### config.mk
export PLATFORM = sky130hd
export DESIGN_NAME = qr_pulse_steer
export DESIGN_NICKNAME = d
export VERILOG_FILES = /design/src/rtl/qrps_pkg.sv /design/src/rtl/qrps_oneshot.sv /design/src/rtl/qrps_steer.sv /design/src/rtl/qr_pulse_steer.sv
export SDC_FILE = /design/constraint.sdc
export NUM_CORES = 1
export LEC_CHECK = 0
export ABC_AREA = 0
export BUFFER_PORTS_ARGS = -buffer_cell sky130_fd_sc_hd__buf_2
export CAP_MARGIN = 20
export CORE_MARGIN = 2
export CORE_UTILIZATION = 60
export DETAILED_ROUTE_END_ITERATION = 7
export PLACE_DENSITY_LB_ADDON = 0.2
export SETUP_SLACK_MARGIN = 0.15
export SLEW_MARGIN = 15
export SYNTH_ARGS = -nofsm -noshare
export SYNTH_HDL_FRONTEND = slang
export SYNTH_SLANG_ARGS = --single-unit
### constraint.sdc
create_clock -name clk -period 5.18 [get_ports clk]
set_clock_uncertainty 0.2 [all_clocks]
set_input_delay 1.036 -clock clk [delete_from_list [all_inputs] [get_ports clk]]
set_output_delay 1.036 -clock clk [all_outputs]
set_load 0.005 [all_outputs]
### src/rtl/qrps_pkg.sv
`timescale 1ns/1ps
package qrps_pkg;

    // Bit 1 selects parallel gates, bit 0 selects the pulse as dead time.
    typedef enum logic [1:0] {
        STEER_ALT_ON  = 2'b00,
        STEER_ALT_OFF = 2'b01,
        STEER_PAR_ON  = 2'b10,
        STEER_PAR_OFF = 2'b11
    } steer_mode_e;

    function automatic logic mode_is_parallel(input steer_mode_e m);
        return m[1];
    endfunction

    function automatic logic mode_is_offtime(input steer_mode_e m);
        return m[0];
    endfunction

endpackage

### src/rtl/qrps_oneshot.sv
`timescale 1ns/1ps
module qrps_oneshot #(
    parameter int CNT_W = 8
) (
    input  logic             clk,
    input  logic             rst_n,
    input  logic             inhibit_i,
    input  logic             trig_i,
    input  logic             zero_i,
    input  logic [CNT_W-1:0] blank_i,
    input  logic [CNT_W-1:0] max_i,
    output logic             pulse_o,
    output logic             done_o
);

    localparam logic [CNT_W-1:0] FIRST_CYCLE = CNT_W'(1);

    typedef struct packed {
        logic             active;
        logic [CNT_W-1:0] elapsed;
        logic [CNT_W-1:0] blank;
        logic [CNT_W-1:0] limit;
    } os_state_t;

    os_state_t s_d, s_q;
    logic      end_by_max;
    logic      end_by_zero;
    logic      done_d;

    always_comb begin
        s_d         = s_q;
        done_d      = 1'b0;
        end_by_max  = (s_q.elapsed >= s_q.limit);
        end_by_zero = zero_i && (s_q.elapsed >= s_q.blank);
        if (inhibit_i) begin
            s_d.active  = 1'b0;
            s_d.elapsed = '0;
        end else if (s_q.active) begin
            if (end_by_max || end_by_zero) begin
                s_d.active = 1'b0;
                done_d     = 1'b1;
            end else begin
                s_d.elapsed = s_q.elapsed + 1'b1;
            end
        end else if (trig_i) begin
            s_d.active  = 1'b1;
            s_d.elapsed = FIRST_CYCLE;
            s_d.blank   = blank_i;
            s_d.limit   = max_i;
        end
    end

    always_ff @(posedge clk or negedge rst_n) begin
        if (!rst_n) begin
            s_q <= '0;
        end else begin
            s_q <= s_d;
        end
    end

    assign pulse_o = s_q.active;
    assign done_o  = done_d;

endmodule

### src/rtl/qrps_steer.sv
`timescale 1ns/1ps
module qrps_steer
    import qrps_pkg::*;
(
    input  logic       clk,
    input  logic       rst_n,
    input  logic       inhibit_i,
    input  logic [1:0] mode_i,
    input  logic       pulse_i,
    input  logic       done_i,
    output logic       gate_a_o,
    output logic       gate_b_o,
    output logic [1:0] mode_o
);

    typedef struct packed {
        steer_mode_e mode;
        logic        on_b;
    } st_state_t;

    st_state_t s_d, s_q;
    logic      shaped;
    logic      raw_a;
    logic      raw_b;

    always_comb begin
        s_d = s_q;
        if (inhibit_i) begin
            s_d.mode = steer_mode_e'(mode_i);
            s_d.on_b = 1'b0;
        end else if (done_i) begin
            s_d.on_b = ~s_q.on_b;
        end
    end

    always_ff @(posedge clk or negedge rst_n) begin
        if (!rst_n) begin
            s_q <= '{mode: STEER_ALT_ON, on_b: 1'b0};
        end else begin
            s_q <= s_d;
        end
    end

    always_comb begin
        shaped = mode_is_offtime(s_q.mode) ? ~pulse_i : pulse_i;
        if (mode_is_parallel(s_q.mode)) begin
            raw_a = shaped;
            raw_b = shaped;
        end else begin
            raw_a = shaped & ~s_q.on_b;
            raw_b = shaped &  s_q.on_b;
        end
    end

    assign gate_a_o = raw_a & ~inhibit_i;
    assign gate_b_o = raw_b & ~inhibit_i;
    assign mode_o   = s_q.mode;

endmodule

### src/rtl/qr_pulse_steer.sv
`timescale 1ns/1ps
module qr_pulse_steer #(
    parameter int CNT_W = 8
) (
    input  logic             clk,
    input  logic             rst_n,
    input  logic             inhibit_i,
    input  logic [1:0]       mode_i,
    input  logic             trig_i,
    input  logic             zero_i,
    input  logic [CNT_W-1:0] blank_cnt_i,
    input  logic [CNT_W-1:0] max_cnt_i,
    output logic             gate_a_o,
    output logic             gate_b_o
);

    logic       pulse_w;
    logic       done_w;
    logic [1:0] mode_w;

    qrps_oneshot #(.CNT_W(CNT_W)) u_oneshot (
        .clk       (clk),
        .rst_n     (rst_n),
        .inhibit_i (inhibit_i),
        .trig_i    (trig_i),
        .zero_i    (zero_i),
        .blank_i   (blank_cnt_i),
        .max_i     (max_cnt_i),
        .pulse_o   (pulse_w),
        .done_o    (done_w)
    );

    qrps_steer u_steer (
        .clk       (clk),
        .rst_n     (rst_n),
        .inhibit_i (inhibit_i),
        .mode_i    (mode_i),
        .pulse_i   (pulse_w),
        .done_i    (done_w),
        .gate_a_o  (gate_a_o),
        .gate_b_o  (gate_b_o),
        .mode_o    (mode_w)
    );

endmodule

Word level (Yosys, flattened, before mapping)
Cells that the tools add are included.
{ "word_totals": {"wordCells": 36, "inputBits": 23, "register_bits": 28, "output_inout_bits": 2} }
{ "classes": {"n_eq_ne": 1, "addsub": 1, "bitwise": 7, "n_lt_le_gt_ge": 2, "reduce_logical": 6, "muxes": 13} }
{ "op_table": {"columns": ["cell", "count"], "rows": [
  ["2-to-1 mux 25 bit", 1],
  ["2-to-1 mux 9 bit", 2],
  [">= comparator 8 bit", 2],
  ["2-to-1 mux 1 bit", 9],
  ["adder 8 x 1 -> 8 bit (second input constant)", 1],
  ["2-to-1 mux 8 bit", 1],
  ["bitwise AND 1 bit", 4],
  ["inequality test 3 bit (second input constant)", 1],
  ["NOT 1 bit", 3],
  ["AND reduction 3 bit", 1],
  ["nonzero test 3 bit", 1],
  ["AND reduction 2 bit", 1],
  ["nonzero test 2 bit", 1],
  ["logical AND 1 bit", 1],
  ["logical OR 1 bit", 1]
]} }

Logic depth before layout (Yosys ltp)
{ "logic_depth": {"depth_word": 8, "depth_mapped": 8} }

By module
From an unflattened synthesis, not the netlist that was laid out.
{ "hier_totals": {"hier_cells": 180, "area_unflattened_um2": 1710.4} }
{ "modules_own_cells": {"columns": ["mod", "seq_area_each_um2", "area_per_inst_um2", "n_inst", "cells_each"], "rows": [
  ["qrps_oneshot", 625.6, 1556.5, 1, 166],
  ["qrps_steer", 75.1, 153.9, 1, 14]
]} }

Worst setup path before layout
Ideal clock, no wire load.
{ "synth_timing": {"path_type": "input -> output", "from": "in inhibit_i", "to": "out gate_a_o", "slack_ns": 2.460, "path_buffers": 1, "path_stages": 2, "arrival_ns": 1.484, "required_ns": 3.944, "path_cell_list": "buf_1 -> nor3_1"} }
{ "synth_via": {"elab_chain_len": 2} }
{ "synth_lines": {"columns": ["item", "line_no", "text"], "rows": [
  ["start, declared", "qr_pulse_steer.sv:7", "input logic inhibit_i,"],
  ["NOT 1 bit (no line)", null, null],
  ["bitwise AND 1 bit", "qrps_steer.sv:55", "assign gate_a_o = raw_a & ~inhibit_i;"],
  ["end, declared", "qr_pulse_steer.sv:13", "output logic gate_a_o,"]
]} }
No other way between the ends.

Worst setup path in the final report
Same ends and word-level chain as after synthesis.

==> impl_results.md <==
- Final WS setup: 2370 ps
- LEAKAGE: 0.000930 uW
- Setup TNS: 0 ps
- Crit path max-delay family: buffers and inverters
- First-pass GRT wire length: 5360 um
- Clock latency at the later pin of the worst-skew pair: 320 ps
- Gr usage total: 21.0%
- Vias per cell: 5.71
- DRT Pass-1 Iters: 4
- Port Buffers: 24
- Crit path max fanout: 12
- Chip height: 56.3 um
- DRC: 0
- # IOs: 25
- Internal power: 333 uW
- Pre-CTS setup slack: 2360 ps
- Clock slew at reported path FFs: 140 ps
- Cell area after synthesis: 1640 sq um
- DR vias: 1238
- Logic pwr share: 22.4%
- Final core area utilization: 71.5%
- Final Hold Vio Count: 0
- Worst path required time: 3940 ps
- CP arrival: 1570 ps
- Fill count: 189
- Sequential area share after synthesis: 42.7%
- Core area: 2540 sq um
- Wire per inst: 13.8 um
- Final min period: 2810 ps
- DIE AREA: 3170 sq um
- Clock share of power: 22.3%
- Post-DP HPWL: 2360 um
- Buf/Inv on CP: 2
- Post-route ant nets: 0
- Layout area overhead: 11.0%
- Max H-tree Level: 1
- # setup viols final: 0
- Most used cell, CP: buf_2
- Cell Count Post-Placement: 213
- Post-synthesis net count: 203
- Syn_area_per_cell: 10.1 sq um
- Initial DRC count: 38
- GRT overflow: 0
- Num rows: 18
- Pwr per Cell Area: 256 nW/um^2
- Sequential Area: 701 sq um
- VDD IR max: 0.201 mV
- Share of cells above drive strength 1: 24.1%
- Instance count on the critical path: 3
- Worst setup SP type: input port
- Largest net degree at the start of global routing: 31
- Count of cell types in the netlist: 32
- Tightest Pin Transition: 615 ps
- EDFF count, synth: 0
- Hold_buf cts: 0
- Antenna cells: 0
- Min-Delay Path Class: reg2reg
- Mapped Cells: 163
- Starting Density: 64.5%
- Worst path cell trace: buf_2, nor3_1, buf_2
- Main flop type after synthesis: dfrtp_1
- Sw Ratio: 28.6%
- Slowest CP cell: nor3_1
- Post-CTS sizing: 0
- Crit Path Class: in2out
- Root buf cell: clkbuf_4
- Die X: 56.3 um
- Final wirelength: 3000 um
- CP peak stage delay: 210 ps
- Most common cell after layout, fill and taps aside: dfrtp_1
- Vias in the first global route: 1274
- Post-Layout Cell Count: 217
- Crit path capture type: output pin
- Post-CTS Setup Bufs: 0
- Post-synthesis register bit count: 28
- Initial antenna violation count: 0
- Area of the multi-input gates: 858 sq um
- Register-to-Register Path Depth: 6
- Sw Pwr: 133 uW
- Clock Path Buffers: 2
- Routability Congestion: 0.800
- Synth Warn #: 0
- Fmax: 356 MHz
- Unrepaired setup endpoints after global routing: false
- Seq pwr share: 55.2%
- Post-layout nets: 228
- Pins Over Slew Limit: 0
- Inserted Clock Buffers: 3
- Async set-reset flop share out of synthesis: 100%
- Most frequent cells in the layout: dfrtp_1 (28), buf_2 (24), o21ai_0 (19)
- CTS tree: built
- Outcome: finished, final reports clean
- Slew HR: 59.0%
- Worst Hold Path Cells: 1
- Final period utilization: 54.2%
- Clk sinks: 28
- Max-cap viol count: 0
[metrics by stage]
stage	instance area [sq um]	total power (uW)	hold slack [ps]
2_1_floorplan	1640	332	287
3_3_place_gp	1780	360	315
3_5_place_dp	1780	367	311
4_1_cts	1820	473	348
5_1_grt	1820	496	379
6_report	1820	467	347
[flip-flops by register name, indices dropped and copies added, names as in the netlist]
name / flops
u_oneshot.s_q: 24
u_steer.mode_o: 2
u_oneshot.pulse_o: 1
u_steer.s_q: 1
[logic make-up (layout without fill, tap and decap cells)]
kind of cell    count (synthesis)  count (layout)  share of synthesized area, %
simple gates                   50              50                          15.8
mux                             5               5                          3.43
buf+inv                        21              45                          4.96
flops                          28              28                          42.7
fa+ha+maj                      17              17                          13.0
compound gates                 39              39                          18.5
xor+xnor                        3               3                          1.60
[cell type report]
cell class / instances / area share, %
Timing Repair Buffer: 25 / 7.01
Sequential cell: 28 / 38.5
Tap cell: 30 / 2.06
Clock buffer: 4 / 1.99
Inverter: 16 / 3.30
Multi-Input combinational cell: 114 / 47.1
[path summary, 6_finish.rpt]
kind	startpoint	end	slack (ps)
worst max-delay path	inhibit_i	gate_a_o	2370
worst min-delay path	u_steer.mode_o[0]$_DFFE_PN0P_	u_steer.mode_o[0]$_DFFE_PN0P_	350
worst max register to register	u_oneshot.s_q[22]$_DFFE_PN0P_	u_oneshot.s_q[18]$_DFFE_PN0P_	2690
worst min register to register	u_steer.mode_o[0]$_DFFE_PN0P_	u_steer.mode_o[0]$_DFFE_PN0P_	350
max in group asynchronous	rst_n	u_oneshot.s_q[20]$_DFFE_PN0P_	3880
min in group asynchronous	rst_n	u_oneshot.s_q[6]$_DFFE_PN0P_	510
[Yosys cell counts (2+ instances only)]
cell type | instances | share of area, %
nor2_1 | 9 | 2.1
nand2_1 | 15 | 3.4
o21ai_0 | 19 | 5.8
nor3_1 | 3 | 0.92
xnor2_1 | 3 | 1.6
nor3b_1 | 2 | 0.92
buf_2 | 2 | 0.61
mux2_2 | 5 | 3.4
ha_1 | 17 | 13
and3_1 | 2 | 0.76
a21oi_1 | 4 | 1.2
a22o_2 | 3 | 1.8
a221o_1 | 5 | 3.1
and2_1 | 4 | 1.5
inv_1 | 16 | 3.7
nor2b_1 | 4 | 1.5
nand3_1 | 5 | 1.5
clkbuf_1 | 2 | 0.46
and3_2 | 3 | 1.4
dfrtp_1 | 28 | 43
[per-layer routing]
metal  part of all wire [%]  track usage [%]  wire length [um]
met5                      0                0                 0
met3                    4.1             2.76               123
met4                   0.83             6.80                25
met1                     44             25.1              1310
met2                     51             38.8              1540
[power groups by stage]
stage	logic, uW	clock network, uW	registers (uW)
floorplan	73.6	0	258
global placement	98.6	0	262
detailed placement	105	0	262
CTS	106	109	258
global route	121	114	261
finish	105	104	258
Note: power is estimated with default switching activity, not from simulation.
